$ cat src/rtl/softstart_pkg.sv
package softstart_pkg;

    typedef enum logic [2:0] {
        PH_OFF    = 3'd0,
        PH_START  = 3'd1,
        PH_RUN    = 3'd2,
        PH_HICCUP = 3'd3,
        PH_THERM  = 3'd4
    } phase_e;

    typedef enum logic [1:0] {
        RAMP_CLEAR     = 2'd0,
        RAMP_CHARGE    = 2'd1,
        RAMP_DISCHARGE = 2'd2
    } ramp_op_e;

endpackage

$ cat src/rtl/ss_ramp.sv
module ss_ramp
    import softstart_pkg::*;
#(
    parameter int unsigned W          = 12,
    parameter int unsigned STEP_FAST  = 35,
    parameter int unsigned STEP_SLOW  = 10,
    parameter int unsigned CODE_KNEE  = 500,
    parameter int unsigned CODE_MAX   = 4000
) (
    input  logic          clk,
    input  logic          rst_n,
    input  ramp_op_e      op,
    output logic [W-1:0]  ramp_q
);

    localparam logic [W:0]   FAST_X = (W+1)'(STEP_FAST);
    localparam logic [W:0]   SLOW_X = (W+1)'(STEP_SLOW);
    localparam logic [W:0]   MAX_X  = (W+1)'(CODE_MAX);
    localparam logic [W-1:0] KNEE_C = W'(CODE_KNEE);
    localparam logic [W-1:0] SLOW_C = W'(STEP_SLOW);

    logic [W:0]   up_sum;
    logic [W-1:0] up_val;
    logic [W-1:0] down_val;
    logic [W-1:0] ramp_nx;

    always_comb begin
        up_sum   = {1'b0, ramp_q} + ((ramp_q < KNEE_C) ? FAST_X : SLOW_X);
        up_val   = (up_sum > MAX_X) ? MAX_X[W-1:0] : up_sum[W-1:0];
        down_val = (ramp_q > SLOW_C) ? (ramp_q - SLOW_C) : '0;
        unique case (op)
            RAMP_CHARGE:    ramp_nx = up_val;
            RAMP_DISCHARGE: ramp_nx = down_val;
            default:        ramp_nx = '0;
        endcase
    end

    always_ff @(posedge clk) begin
        if (!rst_n) ramp_q <= '0;
        else        ramp_q <= ramp_nx;
    end

    // ramp never passes its ceiling
    a_r2_ramp_ceiling: assert property (@(posedge clk) disable iff (!rst_n)
        ramp_q <= MAX_X[W-1:0]);

    // fast segment below the knee
    a_r2_fast_step: assert property (@(posedge clk) disable iff (!rst_n)
        (op == RAMP_CHARGE && ramp_q < KNEE_C) |=>
            (ramp_q == $past(ramp_q) + FAST_X[W-1:0]));

endmodule

$ cat src/rtl/ss_phase_fsm.sv
module ss_phase_fsm
    import softstart_pkg::*;
#(
    parameter int unsigned W         = 12,
    parameter int unsigned CODE_OFF  = 500,
    parameter int unsigned CODE_DONE = 3500
) (
    input  logic          clk,
    input  logic          rst_n,
    input  logic          pwr_ok,
    input  logic          oc_flag,
    input  logic          ot_trip,
    input  logic          ot_recov,
    input  logic [W-1:0]  ramp_q,
    output phase_e        phase_q,
    output phase_e        phase_nx,
    output ramp_op_e      ramp_op,
    output logic          cl_q
);

    localparam logic [W-1:0] OFF_C  = W'(CODE_OFF);
    localparam logic [W-1:0] DONE_C = W'(CODE_DONE);

    // next-phase selection
    always_comb begin
        phase_nx = phase_q;
        if (ot_trip) begin
            phase_nx = PH_THERM;
        end else begin
            unique case (phase_q)
                PH_OFF: begin
                    if (pwr_ok) phase_nx = PH_START;
                end
                PH_START: begin
                    if (!pwr_ok)                phase_nx = PH_OFF;
                    else if (ramp_q >= DONE_C)  phase_nx = PH_RUN;
                end
                PH_RUN: begin
                    if (!pwr_ok)      phase_nx = PH_OFF;
                    else if (oc_flag) phase_nx = PH_HICCUP;
                end
                PH_HICCUP: begin
                    if (!pwr_ok)               phase_nx = PH_OFF;
                    else if (ramp_q <= OFF_C)  phase_nx = PH_START;
                end
                PH_THERM: begin
                    if (ot_recov && ramp_q <= OFF_C)
                        phase_nx = pwr_ok ? PH_START : PH_OFF;
                end
                default: phase_nx = PH_OFF;
            endcase
        end
    end

    // ramp command follows the phase being entered
    always_comb begin
        unique case (phase_nx)
            PH_START, PH_RUN: ramp_op = RAMP_CHARGE;
            PH_HICCUP:        ramp_op = RAMP_DISCHARGE;
            default:          ramp_op = RAMP_CLEAR;
        endcase
    end

    always_ff @(posedge clk) begin
        if (!rst_n) begin
            phase_q <= PH_OFF;
            cl_q    <= 1'b0;
        end else begin
            phase_q <= phase_nx;
            cl_q    <= (phase_nx == PH_START) &&
                       (cl_q || (phase_q == PH_START && oc_flag));
        end
    end

    // current-limit flag only inside soft-start
    a_r5_cl_in_start: assert property (@(posedge clk) disable iff (!rst_n)
        cl_q |-> (phase_q == PH_START));

    // thermal trip wins from any phase
    a_r7_thermal_entry: assert property (@(posedge clk) disable iff (!rst_n)
        ot_trip |=> (phase_q == PH_THERM));

    // ramp keeps falling while hiccup persists
    a_r6_hiccup_discharge: assert property (@(posedge clk) disable iff (!rst_n)
        (phase_q == PH_HICCUP && phase_nx == PH_HICCUP) |=> (ramp_q < $past(ramp_q)));

    // soft-start only ends past the completion code
    a_r4_run_entry: assert property (@(posedge clk) disable iff (!rst_n)
        (phase_q == PH_START && phase_nx == PH_RUN) |-> (ramp_q >= DONE_C));

endmodule

$ cat src/rtl/ss_out_decode.sv
module ss_out_decode
    import softstart_pkg::*;
#(
    parameter int unsigned W         = 12,
    parameter int unsigned CODE_OFF  = 500,
    parameter int unsigned CODE_SW   = 1100,
    parameter int unsigned CODE_DONE = 3500
) (
    input  logic          clk,
    input  logic          rst_n,
    input  phase_e        phase_q,
    input  logic [W-1:0]  ramp_q,
    input  logic          ovp_flag,
    output logic          hs_en,
    output logic          ls_en,
    output logic          sink_ok
);

    localparam logic [W-1:0] OFF_C  = W'(CODE_OFF);
    localparam logic [W-1:0] SW_C   = W'(CODE_SW);
    localparam logic [W-1:0] DONE_C = W'(CODE_DONE);

    always_comb begin
        hs_en   = 1'b0;
        ls_en   = 1'b0;
        sink_ok = 1'b0;
        unique case (phase_q)
            PH_START, PH_RUN: begin
                ls_en   = (ramp_q >= OFF_C);
                hs_en   = (ramp_q >= SW_C);
                sink_ok = (phase_q == PH_RUN);
            end
            default: ;
        endcase
        if (ovp_flag && phase_q != PH_THERM) begin
            ls_en = 1'b1;
            hs_en = 1'b0;
        end
    end

    // high side never switches below the switching code
    a_r3_hs_threshold: assert property (@(posedge clk) disable iff (!rst_n)
        hs_en |-> (ramp_q >= SW_C));

    // sink only once the ramp has passed soft-start completion
    a_r4_sink_after_done: assert property (@(posedge clk) disable iff (!rst_n)
        sink_ok |-> (ramp_q >= DONE_C));

    // over-voltage pulls the low side on outside thermal shutdown
    a_r8_ovp_low_side: assert property (@(posedge clk) disable iff (!rst_n)
        (ovp_flag && phase_q != PH_THERM) |-> (ls_en && !hs_en));

    // quiet drivers in hiccup and thermal
    a_r6_hiccup_quiet: assert property (@(posedge clk) disable iff (!rst_n)
        ((phase_q == PH_HICCUP && !ovp_flag) || phase_q == PH_THERM) |-> (!hs_en && !ls_en));

endmodule

$ cat src/rtl/softstart_seq.sv
module softstart_seq
    import softstart_pkg::*;
#(
    parameter int unsigned RAMP_W    = 12,
    parameter int unsigned STEP_FAST = 35,
    parameter int unsigned STEP_SLOW = 10,
    parameter int unsigned CODE_OFF  = 500,
    parameter int unsigned CODE_SW   = 1100,
    parameter int unsigned CODE_DONE = 3500,
    parameter int unsigned CODE_MAX  = 4000
) (
    input  logic               clk,
    input  logic               rst_n,
    input  logic               vcc_ok,
    input  logic               vin_ok,
    input  logic               oc_flag,
    input  logic               ot_trip,
    input  logic               ot_recov,
    input  logic               ovp_flag,
    output logic [RAMP_W-1:0]  ramp_code,
    output logic               hs_en,
    output logic               ls_en,
    output logic               sink_ok,
    output logic               cl_mode,
    output logic [2:0]         phase
);

    phase_e            phase_q;
    phase_e            phase_nx;
    ramp_op_e          ramp_op;
    logic [RAMP_W-1:0] ramp_q;
    logic              pwr_ok;

    assign pwr_ok = vcc_ok & vin_ok;

    ss_phase_fsm #(
        .W         (RAMP_W),
        .CODE_OFF  (CODE_OFF),
        .CODE_DONE (CODE_DONE)
    ) u_fsm (
        .clk      (clk),
        .rst_n    (rst_n),
        .pwr_ok   (pwr_ok),
        .oc_flag  (oc_flag),
        .ot_trip  (ot_trip),
        .ot_recov (ot_recov),
        .ramp_q   (ramp_q),
        .phase_q  (phase_q),
        .phase_nx (phase_nx),
        .ramp_op  (ramp_op),
        .cl_q     (cl_mode)
    );

    ss_ramp #(
        .W         (RAMP_W),
        .STEP_FAST (STEP_FAST),
        .STEP_SLOW (STEP_SLOW),
        .CODE_KNEE (CODE_OFF),
        .CODE_MAX  (CODE_MAX)
    ) u_ramp (
        .clk    (clk),
        .rst_n  (rst_n),
        .op     (ramp_op),
        .ramp_q (ramp_q)
    );

    ss_out_decode #(
        .W         (RAMP_W),
        .CODE_OFF  (CODE_OFF),
        .CODE_SW   (CODE_SW),
        .CODE_DONE (CODE_DONE)
    ) u_dec (
        .clk      (clk),
        .rst_n    (rst_n),
        .phase_q  (phase_q),
        .ramp_q   (ramp_q),
        .ovp_flag (ovp_flag),
        .hs_en    (hs_en),
        .ls_en    (ls_en),
        .sink_ok  (sink_ok)
    );

    assign ramp_code = ramp_q;
    assign phase     = phase_q;

    // disabled phase keeps the ramp empty
    a_r1_off_ramp_zero: assert property (@(posedge clk) disable iff (!rst_n)
        (phase_q == PH_OFF) |-> (ramp_q == '0));

    // thermal trip clears the ramp on the next edge
    a_r7_thermal_clear: assert property (@(posedge clk) disable iff (!rst_n)
        ot_trip |=> (ramp_q == '0));

    // losing a supply flag drops to OFF unless a thermal event is in progress
    a_r1_power_loss: assert property (@(posedge clk) disable iff (!rst_n)
        (!pwr_ok && !ot_trip && phase_q != PH_THERM) |=> (phase_q == PH_OFF));

endmodule

$ cat config.mk
export PLATFORM = sky130hd
export DESIGN_NAME = softstart_seq
export DESIGN_NICKNAME = d
export VERILOG_FILES = /design/src/rtl/softstart_pkg.sv /design/src/rtl/ss_ramp.sv /design/src/rtl/ss_phase_fsm.sv /design/src/rtl/ss_out_decode.sv /design/src/rtl/softstart_seq.sv
export SDC_FILE = /design/constraint.sdc
export NUM_CORES = 1
export LEC_CHECK = 0
export ABC_AREA = 1
export BUFFER_PORTS_ARGS = -buffer_cell sky130_fd_sc_hd__buf_4
export CAP_MARGIN = 20
export CORE_ASPECT_RATIO = 1.4
export CORE_MARGIN = 2
export CORE_UTILIZATION = 40
export CTS_CLUSTER_SIZE = 25
export DETAILED_ROUTE_END_ITERATION = 16
export HOLD_SLACK_MARGIN = 0.12
export SETUP_SLACK_MARGIN = 0.05
export SYNTH_ARGS = -nofsm -noshare
export SYNTH_HDL_FRONTEND = slang
export SYNTH_HIERARCHICAL = 1
export SYNTH_SLANG_ARGS = --single-unit
$ cat constraint.sdc
create_clock -name clk -period 4.7 [get_ports clk]
set_input_delay 0.47 -clock clk [delete_from_list [all_inputs] [get_ports clk]]
set_output_delay 0.47 -clock clk [all_outputs]
set_load 0.1 [all_outputs]
======== Word-level counts from Yosys, hierarchy flattened ========
Index checks and enable logic that the tools add are counted.
operators by class
  $lt $le $gt $ge ......................... 7
  reduce and logical (&&, ||, !) cells .... 8
  bitwise operators ....................... 1
  multiplexer cells ....................... 21
  add/subtract/negate cells ............... 2
  equal/unequal tests ..................... 10
operators by type and width
  operator                                                                            count
  3-bit 2-to-1 mux                                                                    9
  12-bit 2-to-1 mux                                                                   2
  12-bit case mux with 2 select lines                                                 1
  3-bit case mux with 5 select lines                                                  1
  12-bit by 13-bit adder with 13-bit output                                           1
  13-bit by 12-bit greater-than comparator with 1-bit output (second input constant)  1
  3-bit by 2-bit == test with 1-bit output (second input constant)                    4
  12-bit by 11-bit >= comparator with 1-bit output (second input constant)            1
  12-bit >= comparator (second input constant)                                        1
  12-bit by 9-bit >= comparator with 1-bit output (second input constant)             1
  12-bit by 4-bit greater-than comparator with 1-bit output (second input constant)   1
  12-bit by 9-bit <= comparator with 1-bit output (second input constant)             1
  12-bit by 9-bit less-than comparator with 1-bit output (second input constant)      1
  12-bit by 4-bit subtractor with 12-bit output (second input constant)               1
  3-bit by 1-bit == test with 1-bit output (second input constant)                    2
  1-bit 2-to-1 mux                                                                    6
  6-bit 2-to-1 mux                                                                    1
  1-bit logical AND                                                                   4
  2-bit case mux with 2 select lines                                                  1
  2-bit OR reduction                                                                  2
  3-bit == test (second input constant)                                               1
  3-bit logical NOT                                                                   1
  3-bit != test (second input constant)                                               1
  2-bit by 1-bit == test with 1-bit output (second input constant)                    1
  other kinds (3)                                                                     3
storage, ports and cells
  word-level logic and storage cells ...... 52
  bits in registers ....................... 16

======== Longest topological paths before layout ========
Gate-level depths: netlist of the first run.
  depth in word-level cells ............... 10
  mapped depth ............................ 21
  depth with buffers taken out ............ 20

======== Modules after synthesis ========
The synthesis of the first run kept the hierarchy.
modules (own cells, without submodules)
  module         seq. area each (sq um)  area each (sq um)  cells each  times used
  ss_ramp        240.2                   1383.8             233         1
  ss_phase_fsm   80.1                    426.7              86          1
  ss_out_decode  0.0                     155.1              37          1
  softstart_seq  0.0                     7.5                2           1

======== Worst setup path before layout of the first run ========
OpenSTA, ideal clock, no wires.
  kind .................................... reg-to-output
  start point ............................. register u_ramp.ramp_q[6]
  end point ............................... output hs_en
  data required time ...................... 4.230 ns
  path buffers ............................ 0
  stages on the path, launching flop included .. 7
  setup slack ............................. 1.268 ns
  data arrival time ....................... 2.962 ns
  cell sequence ........................... dfxtp_1 -> inv_1 -> nor2_1 -> nand2_1 -> nand2_1 -> nand2_1 -> a21oi_1
on the way
  cells in the longest elaborated chain, start to end .. 3
RTL lines
  item                                              RTL line             RTL
  start, declared                                   ss_ramp.sv:13        output logic [W-1:0] ramp_q
  start signal, assigned                            ss_ramp.sv:40        else ramp_q <= ramp_nx;
  12-bit by 11-bit >= comparator with 1-bit output  ss_out_decode.sv:30  hs_en = (ramp_q >= SW_C);
  1-bit 2-to-1 mux                                  ss_out_decode.sv:27  unique case (phase_q)
  1-bit 2-to-1 mux                                  ss_out_decode.sv:35  if (ovp_flag && phase_q != PH_THERM) begin
  end, declared                                     softstart_seq.sv:21  output logic hs_en,
No other way between the ends.

======== Worst setup path after layout of the first run ========
  start point ............................. register u_ramp.ramp_q[4]
  end point ............................... register u_ramp.ramp_q[11]
on the way
  cells in the longest elaborated chain, start to end .. 10
  elaborated cells between the ends (all ways) .. 26
RTL lines
  item                                                                                               RTL line       RTL
  parallel branches: the longest is 9 deep, another holds 12-bit by 13-bit adder with 13-bit output  --
  12-bit case mux with 2 select lines (*)                                                            ss_ramp.sv:31  unique case (op)
Mark *: on every way between the ends.
A chain may end at the register's enable or synchronous reset.

==> results of run 1 <==
## state kept, by name, summed over array words and instances (netlist names)
name	count
u_fsm/phase_q	3
u_fsm/cl_q	1
u_ramp/ramp_q	12
## final cells by class
type	instances	area (um2)	share of cell area, %
clock buffers	3	41.3	1.86
flip-flops and latches	16	320	14.4
multi-input cells	265	1330	59.8
inverters	68	255	11.5
well taps	64	80.1	3.61
repair buffers	26	195	8.80
## worst min-delay path, delay by kind of cell
| kind | cells | cell delay, ps |
|---|---|---|
| AOI/OAI and AO/OA | 1 | 30 |
| buffers and inverters | 1 | 80 |
| and+or+nand+nor | 1 | 60 |
## through the flow
step	area, um2	hold WS [ps]
6_report	2220	438
5_1_grt	2220	471
4_1_cts	2220	440
3_5_place_dp	2180	555
3_3_place_gp	2180	541
2_1_floorplan	1960	587
## final timing paths
kind              cells after the start                            to                   startpoint
setup / recovery                     16  u_ramp/ramp_q[11]$_SDFF_PN0_  u_ramp/ramp_q[4]$_SDFF_PN0_
hold / removal                        3   u_fsm/phase_q[2]$_SDFF_PN0_                      ot_trip
setup reg to reg                     16  u_ramp/ramp_q[11]$_SDFF_PN0_  u_ramp/ramp_q[4]$_SDFF_PN0_
hold reg to reg                       2         u_fsm/cl_q$_SDFF_PN0_        u_fsm/cl_q$_SDFF_PN0_
## per-layer routing
metal  part of all wire (%)  GRT usage [%]  routed length (um)  up-vias
li1                       -              -                   -     1157
met1                     40           26.7                2350      996
met2                     52           42.9                3060       75
met3                    4.9           1.68                 291       18
met4                    3.8           9.88                 227        0
met5                      0              0                   0        -
## power by group
group          switching [uW]  leakage [uW]  total, uW  internal (uW)
clock                    45.8     0.0000216        103           56.8
sequential               1.81      0.000129        138            137
combinational            23.5      0.000919       34.4           10.9
## placed cells by master, fill, tap and decap left out, types with 5 or more instances in the layout
master	count
nand3_1	33
ha_1	10
a21oi_2	5
nand2_2	7
nor2_2	10
buf_4	26
nand4_1	14
nor2_1	41
dfxtp_1	16
nand2_1	103
a21oi_1	16
inv_1	67
o21ai_0	8
==> metrics.txt, run 1 <==
Design Power=275 uW; slowest CP cell=dfxtp_1; CTS Buf Count=3; initial antenna violation count=0; WL final=5930 um; Chip Width=63.2 um; Max Clock Skew=3.97 ps; Max Clock Freq=319 MHz; DP Wirelength=4660 um; post-route ant nets=0; Setup Buffers After CTS=0; setup slack, reg-to-reg=1570 ps; max-capacitance violation count=0; final net count=398; pre-CTS setup slack=1670 ps; first-pass GRT wire length=9990 um; CTS tree=done; final setup margin=1570 ps; WS Path Type=flip-flop to flip-flop; setup TNS=0 ps; post-synthesis area per instance=5.53 um2; TritonCTS Sinks=16; vias in the first global route=2139; Skew-Pair Late Insertion Delay=250 ps; post-synth net total=373; CTS Hold Buffers Added=0; mean number of vias per cell=5.08; root buf cell=clkbuf_8; Fillers=566; Tightest Pin Transition=624 ps; RD Place Congestion=0.911; final core utilization=46.2%; Worst Setup End Kind=flip-flop; CP required=4820 ps; Max clock buf depth=2; largest net degree at the start of global routing=16; slew margin rel.=58.3%; Die ar.=5490 um2; crit path max fanout=15; Tcrit/Tclk final=66.7%; Initial Utilization=40.8%; Slew Limit Fails=0; Core Region=4800 um2; CP bufs+invs=4; post-route insts no fill=442; Die Height=86.9 um; top cell family by delay on the critical path=simple AND/OR/NAND/NOR gates; Startpoint Class=flip-flop; Clk pin slew, worst setup/hold paths=60 ps; Port Buffers=26; crit path DAT=3260 ps; pwr dens=124 nW/um2; WL per Instance=13.4 um; Inserted Diodes=0; I/O pin cnt=27; critical path's most frequent cell=inv_1; Mapped Cells=355; max incr delay on CP=710 ps; first drt pass iteration count=4; Remaining Overflow, GRT=0; outcome=completed; synth warn=6; Leakage=0.00107 uW; Post-Syn Area=1960 um2; # placed instances=439; RSZ-0062 raised after global routing=false; critical-path cell list=inv_1 -> nor3_1 -> o211ai_1 -> and2_1 -> ha_1 -> inv_1 -> ha_1 -> inv_1 -> nand4_1 -> nand3_1 -> nand4_1 -> nor2_1 -> inv_1 -> nand3_1 -> nand2_1 -> a21oi_2; DRC Markers=0; fraction of layout instances using a drive strength above 1=14.8%; H-tree levels=1; Tot GR Track Use=22.9%; initial DRC count=133; HP Class=input port to flip-flop; via count=2246; CTS resizes=0; final hold violations=0; Setup-failing EPs final=0; clock period minus worst slack=3130 ps; row count=30; worst IR drop on VDD=76.8 uV; Area Growth Syn to Fin=13.1%
Note: power is estimated with default switching activity, not from simulation.
==> run 2, diff against run 1 <==
ABC_AREA = 0   (was 1)
clock period = 2.5 ns   (was 4.7 ns; I/O delays follow)
==> metrics.txt, run 2 <==
final hold violations=0; Tightest Pin Transition=452 ps; slew margin rel.=69.8%; CTS Buf Count=3; CP bufs+invs=3; CTS tree=done; max-capacitance violation count=0; biggest regs=u_ramp/ramp_q (12), u_fsm/phase_q (3), u_fsm/cl_q (1); I/O pin cnt=27; worst IR drop on VDD=253 uV; Max Clock Skew=2.46 ps; Design Power=523 uW; Chip Width=57.8 um; Largest register FFs=12; largest net degree at the start of global routing=15; Die Height=79.4 um; Hold Slack=258 ps; switching component of the power=143 uW; Post-Syn Area=1620 um2; Biggest register=u_ramp/ramp_q; Leakage=0.00115 uW; final net count=322; hold_sp=rst_n; WS Path Type=flip-flop to flip-flop; internal power=380 uW; crit path DAT=2810 ps; most frequent cells in the layout=buf_4, nor2_1, nand2_1, dfxtp_4, inv_1; RD Place Congestion=0.923; WL final=5750 um; critical-path cell list=buf_6 -> nor3_4 -> a311oi_4 -> buf_4 -> a2111oi_4 -> a32o_2 -> inv_2 -> ha_4 -> nor2b_4 -> and2_4 -> o21a_1 -> a22oi_2 -> o22ai_1; first-pass GRT wire length=9360 um; Area Growth Syn to Fin=64.0%; Startpoint Class=flip-flop; initial antenna violation count=0; clock period minus worst slack=2690 ps; HP Class=input port to flip-flop; CP required=2620 ps; Tcrit/Tclk final=107%; Inserted Diodes=0; row count=27; crit path max fanout=4; sw frac=27.3%; first drt pass iteration count=4; final setup margin=-185 ps; Worst R2R Start=u_ramp/ramp_q[10]$_SDFF_PN0_; Max clock buf depth=2; mean number of vias per cell=5.72; commonest non-fill, non-tap cell in the layout=buf_4; Worst Setup End Kind=flip-flop; TritonCTS Sinks=16; CP Launch Point=u_ramp/ramp_q[10]$_SDFF_PN0_; violated checks=setup timing; WL per Instance=16.7 um; Mapped Cells=209; outcome=finished, violations left; Core Region=3920 um2; post-synth net total=227; RSZ-0062 raised after global routing=true; post-synthesis area per instance=7.76 um2; top cell family by delay on the critical path=compound AO/OA/AOI/OAI gates; Port Buffers=26; max incr delay on CP=360 ps; Setup-failing EPs final=8; Clk pwr share=38.7%; vias in the first global route=1992; post-route insts no fill=345; DP Wirelength=4500 um; post-route ant nets=0; Slew Limit Fails=0; logic gate share of total power=14.8%; Initial Utilization=41.4%; Remaining Overflow, GRT=0; Tot GR Track Use=26.6%; Max Clock Freq=372 MHz; H-tree levels=1; slowest CP cell=dfxtp_4; part of the power in registers=46.6%; via count=1975; DRC Markers=0; Skew-Pair Late Insertion Delay=250 ps; fraction of layout instances using a drive strength above 1=52.0%; pwr dens=197 nW/um2; synth warn=6; initial DRC count=74; root buf cell=clkbuf_8; # placed instances=334; Die ar.=4590 um2; Clk pin slew, worst setup/hold paths=70 ps
run 2: final timing paths:
| path | end | slack, ps | cells after the start |
|---|---|---|---|
| setup / recovery | u_ramp/ramp_q[1]$_SDFF_PN0_ | -190 | 13 |
| hold / removal | u_fsm/phase_q[2]$_SDFF_PN0_ | 260 | 2 |
| setup reg to reg | u_ramp/ramp_q[1]$_SDFF_PN0_ | -190 | 13 |
| hold reg to reg | u_ramp/ramp_q[1]$_SDFF_PN0_ | 630 | 2 |
run 2: metrics by stage:
stage	setup slack [ps]	TNS, ps	cell area [um2]	util (%)
after CTS	-166	-920	2580	65.9
after global placement	-150	-953	2440	62.3
final	-185	-1010	2660	67.9
after floorplan	-168	-1130	1770	-
after global routing	-306	-2190	2660	67.9
after detailed placement	-238	-1290	2440	62.3
run 2: layout make-up:
class	count	area, um2
multi-input combinational	174	1410
fill	327	1260
timing repair buffer	93	726
sequential	16	374
inverter	16	60.1
tap	43	53.8
clock buffer	3	41.3
run 2: power groups by stage:
stage / clock [uW] / sequential [uW] / combinational [uW]
2_1_floorplan: 0 / 263 / 29.6
3_3_place_gp: 0 / 249 / 71.0
3_5_place_dp: 0 / 249 / 71.4
4_1_cts: 209 / 243 / 74.8
5_1_grt: 223 / 243 / 81.2
6_report: 202 / 244 / 77.3
run 2: metal layers:
metal  up-vias  wire length (um)  GRT usage, %
met2        60              2970          45.5
met5         -                 0             0
li1        971                 -             -
met4         0               345          19.8
met3        26               179          2.12
met1       918              2260          30.1
run 2: worst register-to-register path: stages, from the launching register on:
cell       delay, ps
dfxtp_4          360
buf_6            120
nor3_4           250
a311oi_4         140
buf_4            160
a2111oi_4        210
a32o_2           240
inv_2             40
ha_4             270
nor2b_4           40
and2_4           160
o21a_1           130
a22oi_2          280
o22ai_1          150
run 2: repair_timing:
action | in CTS | in global routing
pin swaps | 9 | 11
setup buffers | 3 | 5
resized for setup | 13 | 12
endpoints found under the setup margin | 10 | 12
hold buffers | 0 | 0
==> run 3, diff against run 2 <==
SETUP_SLACK_MARGIN = not set   (was 0.05)
==> metrics.txt, run 3 (synthesis gave the netlist of run 2 again) <==
TritonCTS Sinks=16; Startpoint Class=flip-flop; max-capacitance violation count=0; slew margin rel.=69.0%; first drt pass iteration count=4; worst IR drop on VDD=253 uV; final core utilization=68.5%; via count=1983; Leakage=0.00116 uW; Tot GR Track Use=26.2%; post-route ant nets=0; wire length on met2=2980 um; crit path to=u_ramp/ramp_q[1]$_SDFF_PN0_; Chip Width=57.8 um; crit path max fanout=4; final hold violations=0; Remaining Overflow, GRT=0; Hold Slack=259 ps; CTS tree=done; Initial Utilization=41.4%; R2R depth=13; WL per Instance=16.6 um; Area Growth Syn to Fin=65.5%; pwr dens=195 nW/um2; Max Clock Freq=372 MHz; vias in the first global route=1973; initial antenna violation count=0; Max clock buf depth=2; WS Path Type=flip-flop to flip-flop; final setup margin=-188 ps; post-route insts no fill=346; most frequent cells in the layout=buf_4, nor2_1, nand2_1, dfxtp_4, inv_1; Tcrit/Tclk final=108%; violated checks=setup timing; Highest Signal Layer=met4; area of the multi-input gates=1420 um2; outcome=finished, violations left; Tightest Pin Transition=464 ps; root buf cell=clkbuf_8; crit path DAT=2810 ps; largest net degree at the start of global routing=15; H-tree levels=1; Largest register FFs=12; mean number of vias per cell=5.73; RSZ-0062 raised after global routing=true; Setup-failing EPs final=8; Slew Limit Fails=0; Metal-1 WL=2310 um; DP Wirelength=4500 um; commonest non-fill, non-tap cell in the layout=buf_4; first-pass GRT wire length=9230 um; biggest regs=u_ramp/ramp_q (12), u_fsm/phase_q (3), u_fsm/cl_q (1); Port Buffers=26; Die ar.=4590 um2; Worst Setup End Kind=flip-flop; Inserted Diodes=0; final net count=323; DRC Markers=0; Max Clock Skew=1.58 ps; RD Place Congestion=0.923; met3 WL=159 um; Die Height=79.4 um; Design Power=523 uW; Core Region=3920 um2; r2r endpoint=u_ramp/ramp_q[1]$_SDFF_PN0_; Seq. cell area=374 um2; # placed instances=334; CP required=2620 ps; clock period minus worst slack=2690 ps; HP Class=input port to flip-flop; WL final=5760 um; setup slack, reg-to-reg=-190 ps; fraction of layout instances using a drive strength above 1=52.1%; Skew-Pair Late Insertion Delay=250 ps; CP Launch Point=u_ramp/ramp_q[10]$_SDFF_PN0_; Clk pin slew, worst setup/hold paths=60 ps; Biggest register=u_ramp/ramp_q; CTS Buf Count=3; row count=27; Worst R2R Start=u_ramp/ramp_q[10]$_SDFF_PN0_; Fillers=321; I/O pin cnt=27; initial DRC count=111
## run 3: worst min-delay path by stage
| stage | from | end | slack [ps] | cells past startpoint |
|---|---|---|---|---|
| final | rst_n | u_fsm/phase_q[2]$_SDFF_PN0_ | 260 | 2 |
| after detailed placement | rst_n | u_fsm/phase_q[2]$_SDFF_PN0_ | 520 | 2 |
| after floorplan | rst_n | u_fsm/phase_q[2]$_SDFF_PN0_ | 370 | 1 |
| after global placement | rst_n | u_fsm/phase_q[2]$_SDFF_PN0_ | 520 | 2 |
| after CTS | rst_n | u_fsm/phase_q[2]$_SDFF_PN0_ | 260 | 2 |
| after global routing | rst_n | u_fsm/phase_q[2]$_SDFF_PN0_ | 280 | 2 |
## run 3: layout make-up
class / count / area share [%]
Clock buffer: 3 / 1.54
Tap cell: 43 / 2.00
Inverter: 16 / 2.24
Multi-Input combinational cell: 174 / 53.0
Sequential cell: 16 / 13.9
Timing Repair Buffer: 94 / 27.3
## run 3: timing repair
| item | in CTS | in global routing |
|---|---|---|
| pin swaps | 8 | 12 |
| gates resized for setup | 10 | 17 |
| setup endpoints to repair | 9 | 11 |
| hold buffers | 0 | 0 |
| buffers inserted | 2 | 7 |
## run 3: layer usage
layer	track usage, %	vias up
met1	30.0	921
met4	17.7	0
met3	1.95	25
met2	45.3	61
li1	-	976
met5	0	-
## run 3: worst max-delay path, stage by stage (launching register included)
cell and delay (ps):
dfxtp_4 360, buf_6 120, nor3_4 250, a311oi_4 140, buf_4 160, a2111oi_4 210
a32o_2 240, inv_2 40, ha_4 270, nor2b_4 40, and2_4 160, o21a_1 130
a22oi_2 270, o22ai_1 140
## run 3: per-stage QoR
stage                     setup TNS, ps  area (um2)  setup slack (ps)
after floorplan                   -1130        1770              -168
after global placement             -953        2440              -150
after detailed placement          -1290        2440              -238
after CTS                          -920        2560              -166
after global routing              -2170        2690              -293
final                             -1090        2690              -188
## run 3: power by group
group	switching, uW	internal (uW)
Sequential	1.78	242
Clock	94.6	107
Combinational	46.1	31.2
Total	142	380
